==> config.mk <==
export PLATFORM = sky130hd
export DESIGN_NAME = sclk_word_port
export DESIGN_NICKNAME = d
export VERILOG_FILES = /design/src/rtl/sclk_word_port_pkg.sv /design/src/rtl/conv_timer.sv /design/src/rtl/word_ctrl.sv /design/src/rtl/sdo_driver.sv /design/src/rtl/sclk_word_port.sv
export SDC_FILE = /design/constraint.sdc
export NUM_CORES = 1
export LEC_CHECK = 0
export ABC_CLOCK_PERIOD_IN_PS = 1700
export BUFFER_PORTS_ARGS = -buffer_cell sky130_fd_sc_hd__buf_4
export CORE_MARGIN = 3
export CORE_UTILIZATION = 49
export CTS_CLUSTER_DIAMETER = 200
export DETAILED_ROUTE_END_ITERATION = 10
export GPL_TIMING_DRIVEN = 0
export HOLD_SLACK_MARGIN = 0.02
export PLACE_DENSITY = 0.74
export SYNTH_ARGS = -nofsm -noshare
export SYNTH_HDL_FRONTEND = slang
export SYNTH_SLANG_ARGS = --single-unit
export TNS_END_PERCENT = 5
==> constraint.sdc <==
create_clock -name sclk -period 1.7 [get_ports sclk]
set_clock_uncertainty 0.2 [all_clocks]
set_input_delay 0.34 -clock sclk [delete_from_list [all_inputs] [get_ports sclk]]
set_output_delay 0.34 -clock sclk [all_outputs]
set_load 0.01 [all_outputs]
==> src/rtl/sclk_word_port_pkg.sv <==
package sclk_word_port_pkg;

    localparam int DEF_WORD_W      = 24;
    localparam int DEF_CONV_CYCLES = 128;

    typedef enum logic [1:0] {
        RD_IDLE = 2'd0,
        RD_HELD = 2'd1,
        RD_SEND = 2'd2
    } rd_state_e;

    function automatic logic [31:0] marker_mask(input int width);
        logic [31:0] m;
        m = '0;
        for (int i = 0; i < width - 1; i++) m[i] = 1'b1;
        return m;
    endfunction

endpackage

==> src/rtl/conv_timer.sv <==
module conv_timer #(
    parameter int CONV_CYCLES = sclk_word_port_pkg::DEF_CONV_CYCLES
) (
    input  logic sclk,
    input  logic rst,
    output logic conv_done
);
    localparam int CW = (CONV_CYCLES > 2) ? $clog2(CONV_CYCLES) : 1;
    localparam logic [CW-1:0] LAST = CW'(CONV_CYCLES - 1);

    logic [CW-1:0] cnt;

    assign conv_done = (cnt == LAST);

    always_ff @(posedge sclk) begin
        if (rst)            cnt <= '0;
        else if (conv_done) cnt <= '0;
        else                cnt <= cnt + 1'b1;
    end
endmodule

==> src/rtl/word_ctrl.sv <==
module word_ctrl
    import sclk_word_port_pkg::*;
#(
    parameter int WORD_W = DEF_WORD_W,
    localparam int IDX_W = $clog2(WORD_W + 1)
) (
    input  logic              sclk,
    input  logic              rst,
    input  logic              cs_n,
    input  logic              conv_done,
    input  logic [WORD_W-1:0] sample_in,
    output rd_state_e         state,
    output logic [IDX_W-1:0]  bit_idx,
    output logic [WORD_W-1:0] word_q
);
    localparam logic [31:0]       MASK32 = marker_mask(WORD_W);
    localparam logic [WORD_W-1:0] MASK   = MASK32[WORD_W-1:0];
    localparam logic [IDX_W-1:0]  LAST   = IDX_W'(WORD_W);

    logic busy;
    logic load;

    always_comb begin
        busy = (state == RD_SEND) && !cs_n;
        load = conv_done && !busy;
    end

    always_ff @(posedge sclk) begin
        if (rst) begin
            state   <= RD_IDLE;
            bit_idx <= '0;
            word_q  <= '0;
        end else if (load) begin
            word_q  <= sample_in & MASK;
            state   <= cs_n ? RD_HELD : RD_SEND;
            bit_idx <= '0;
        end else begin
            unique case (state)
                RD_HELD: begin
                    if (!cs_n) begin
                        state   <= RD_SEND;
                        bit_idx <= '0;
                    end
                end
                RD_SEND: begin
                    if (cs_n || bit_idx == LAST) begin
                        state   <= RD_IDLE;
                        bit_idx <= '0;
                    end else begin
                        bit_idx <= bit_idx + 1'b1;
                    end
                end
                default: begin
                    state   <= RD_IDLE;
                    bit_idx <= '0;
                end
            endcase
        end
    end
endmodule

==> src/rtl/sdo_driver.sv <==
module sdo_driver
    import sclk_word_port_pkg::*;
#(
    parameter int WORD_W = DEF_WORD_W,
    localparam int IDX_W = $clog2(WORD_W + 1)
) (
    input  logic              sclk,
    input  logic              rst,
    input  rd_state_e         state,
    input  logic [IDX_W-1:0]  bit_idx,
    input  logic [WORD_W-1:0] word_q,
    output logic              sdo
);
    localparam logic [IDX_W-1:0] LAST = IDX_W'(WORD_W);

    logic [WORD_W-1:0] shifted;
    logic              lvl;
    logic              flag_phase;

    always_comb begin
        shifted    = word_q << bit_idx;
        flag_phase = (state == RD_SEND) && (bit_idx == '0);
        sdo        = flag_phase ? 1'b0 : lvl;
    end

    always_ff @(negedge sclk) begin
        if (rst)
            lvl <= 1'b1;
        else if (state == RD_SEND && bit_idx < LAST)
            lvl <= shifted[WORD_W-1];
        else
            lvl <= 1'b1;
    end
endmodule

==> src/rtl/sclk_word_port.sv <==
module sclk_word_port
    import sclk_word_port_pkg::*;
#(
    parameter int WORD_W      = DEF_WORD_W,
    parameter int CONV_CYCLES = DEF_CONV_CYCLES,
    localparam int IDX_W      = $clog2(WORD_W + 1)
) (
    input  logic              sclk,
    input  logic              rst,
    input  logic              cs_n,
    input  logic [WORD_W-1:0] sample_in,
    output logic              sdo,
    output logic              sdo_oe,
    output logic              rdy
);
    logic              conv_done;
    rd_state_e         state;
    logic [IDX_W-1:0]  bit_idx;
    logic [WORD_W-1:0] word_q;

    conv_timer #(.CONV_CYCLES(CONV_CYCLES)) u_timer (
        .sclk      (sclk),
        .rst       (rst),
        .conv_done (conv_done)
    );

    word_ctrl #(.WORD_W(WORD_W)) u_ctrl (
        .sclk      (sclk),
        .rst       (rst),
        .cs_n      (cs_n),
        .conv_done (conv_done),
        .sample_in (sample_in),
        .state     (state),
        .bit_idx   (bit_idx),
        .word_q    (word_q)
    );

    sdo_driver #(.WORD_W(WORD_W)) u_drv (
        .sclk    (sclk),
        .rst     (rst),
        .state   (state),
        .bit_idx (bit_idx),
        .word_q  (word_q),
        .sdo     (sdo)
    );

    assign sdo_oe = !cs_n;
    assign rdy    = (state != RD_IDLE);
endmodule

==> run summary <==
Dominant cell type by area after synthesis - dfxtp_1
Count of pins over their slew limit - 0
Startpoint Class - flip-flop
Max-Cap Viols - 0
Reg-to-Reg End - u_drv.lvl
Sequential standard cell area - 766 um2
Top-area cell type share of the netlist area - 43.0%
IO Pins - 30
Peak supply drop - 455 uV
Global-route wire length before repair - 6.01 mm
Slew margin rel. - 66.8%
Number of distinct library cells after synthesis - 42
Max FO, Critical Path - 4
Total track usage - 18.0%
Pleak - 0.798 nW
Filler cells - 296
Hold Fails Final Rpt - 0
FF-to-FF path depth - 5
Sequential area share after synthesis - 43.0%
Die Width - 66.1 um
Design Power - 1.48 mW
Initial Util - 51.8%
Clock slew at reported path FFs - 110 ps
Endpoint type of the worst setup path - flip-flop
DRC Markers - 0
Die footprint - 4360 um2
DIE HEIGHT - 66.1 um
GP Congestion - 0.754
Post-synthesis instance total - 172
Num Clock Sinks - 38
Yosys warns - 0
DR WL/cell - 13.4 um
Root buf cell - clkbuf_4
Syn avg cell area - 10.3 um2
Final setup violation count - 32
Clock Path Buffers - 2
CTS tree - yes
Share of layout cells above drive strength 1 - 33.3%
Clock Latency Late Sink - 330 ps
Largest net degree at the start of global routing - 12
Port Buffers - 27
Final hold slack - 34.9 ps
Routed via count - 1,342
Vias per Instance - 5.18
Failing checks - setup timing
Netlist Area Pre-Place - 1770 um2
Worst Tran Pin Value - 494 ps
Final layout net count - 242
Crit path kind - flip-flop to flip-flop
TritonCTS Buffers - 5
Core region area - 3420 um2
Dpl hpwl - 2.48 mm
Reg2reg setup slack - -880 ps
Most common cell in the netlist - dfxtp_1
Worst setup margin - -880 ps
Top post-synthesis cells by count - 38 x dfxtp_1, 35 x nor2_1, 26 x mux2i_1
Area of the multi-input gates - 936 um2
Crit path DAT - 1780 ps
Area contributors post-synth - dfxtp_1 43%, mux2i_1 15%, nor2_1 7.4%
Cell Area, Placed - 2050 um2
FF-to-FF Start - u_ctrl.bit_idx[0]
FP Rows - 21
Hold Crit Class - input port to flip-flop
Worst EP required - 900 ps
Register bit total from synthesis - 38
Final WL - 3.48 mm
Initial antenna violation count - 0
RSZ-0062 raised after global routing - yes
Iter 0 DRT Violations - 94
Ant diodes - 0
Area Growth Syn to Fin - 25.6%
Post-synth EDFFs - 0
Syn_nets - 202
Status - finished with violations
P per Cell Area - 665 nW/um2
Pre-Repair DR Iteration Count - 4
Ys flop type - dfxtp_1
CP endpoint - u_drv.lvl
Number of global-route vias before repair - 1,335
Post-route setup TNS - -7900 ps
Crit path from - u_ctrl.bit_idx[0]
ANT nets after route - 0
Async SR Flop Fraction - 0%
H-tree depth - 2
Fin util - 65.0%
Total grt overflow - 0
Post-route cell area - 2220 um2
[layout make-up]
cell class | count | share of cell area (%)
Inverter | 5 | 0.845
Timing Repair Buffer | 33 | 12.4
Clock inverter | 2 | 0.394
Sequential cell | 38 | 34.5
Multi-Input combinational cell | 118 | 42.1
Buffer | 10 | 4.68
Tap cell | 46 | 2.59
Clock buffer | 7 | 2.48
[routing by layer]
layer	vias up	global-route usage [%]	share of wire, %
li1	678	-	-
met1	641	23.7	47
met2	21	28.2	49
met3	2	5.10	3.9
met4	0	6.60	0.60
met5	-	0	0
[worst max-delay path, cell delays in order (launching register included)]
cell	delay (ps)
dfxtp_2	360
buf_8	110
mux4_2	500
mux2_4	290
o21ai_2	110
nand4_1	80
[power by group]
part / leakage, nW / internal, mW / switching [mW]
clock: 0.0368 / 0.202 / 0.285
sequential: 0.308 / 0.897 / 0.00725
combinational: 0.453 / 0.0558 / 0.0305
total: 0.798 / 1.16 / 0.323
[logic make-up after synthesis]
family / synth area share, %
buffers and inverters: 6.02
flip-flops: 43.0
XOR/XNOR: 3.96
AND/OR/NAND/NOR: 18.7
AO/OA/AOI/OAI: 5.10
multiplexers: 21.1
adder cells (fa/ha/maj): 2.12
[placed cells by master, fill, tap and decap left out, drive strengths merged, types with 4 or more instances in the layout]
cell     n
xor2     4
dfxtp   38
clkbuf  11
mux4     4
nor3     6
inv      6
a21oi    5
buf     36
xnor2    4
mux2i   26
nand3    4
nor2    35
[state kept, by name, summed over array words and instances, names as in the netlist]
name and flops:
u_drv.lvl 1, u_ctrl.state 2, u_timer.cnt 7, u_ctrl.bit_idx 5, u_ctrl.word_q 23
[per-stage QoR]
stage | cells | worst slack (ps)
2_1_floorplan | 172 | -840
3_3_place_gp | 245 | -957
3_5_place_dp | 245 | -940
4_1_cts | 258 | -868
5_1_grt | 259 | -953
6_report | 259 | -880
[what timing repair did]
action,CTS,global route
resized for setup,9,3
cloned,1,0
pin swaps,2,4
endpoints found under the setup margin,32,32
hold endpoints to repair,1,0
hold buffers,1,0
buffers inserted,3,1
[worst min path at each step]
stage | startpoint | endpoint | slack, ps | cells after the start
after floorplan | cs_n | u_ctrl.state[1] | 220 | 1
after global placement | u_timer.cnt[0] | u_timer.cnt[0] | 230 | 1
after detailed placement | u_timer.cnt[0] | u_timer.cnt[0] | 240 | 1
after CTS | sample_in[16] | u_ctrl.word_q[16] | 30 | 3
after global routing | sample_in[5] | u_ctrl.word_q[5] | 20 | 3
final | sample_in[16] | u_ctrl.word_q[16] | 30 | 3
Power figures use the tool's default switching activity.
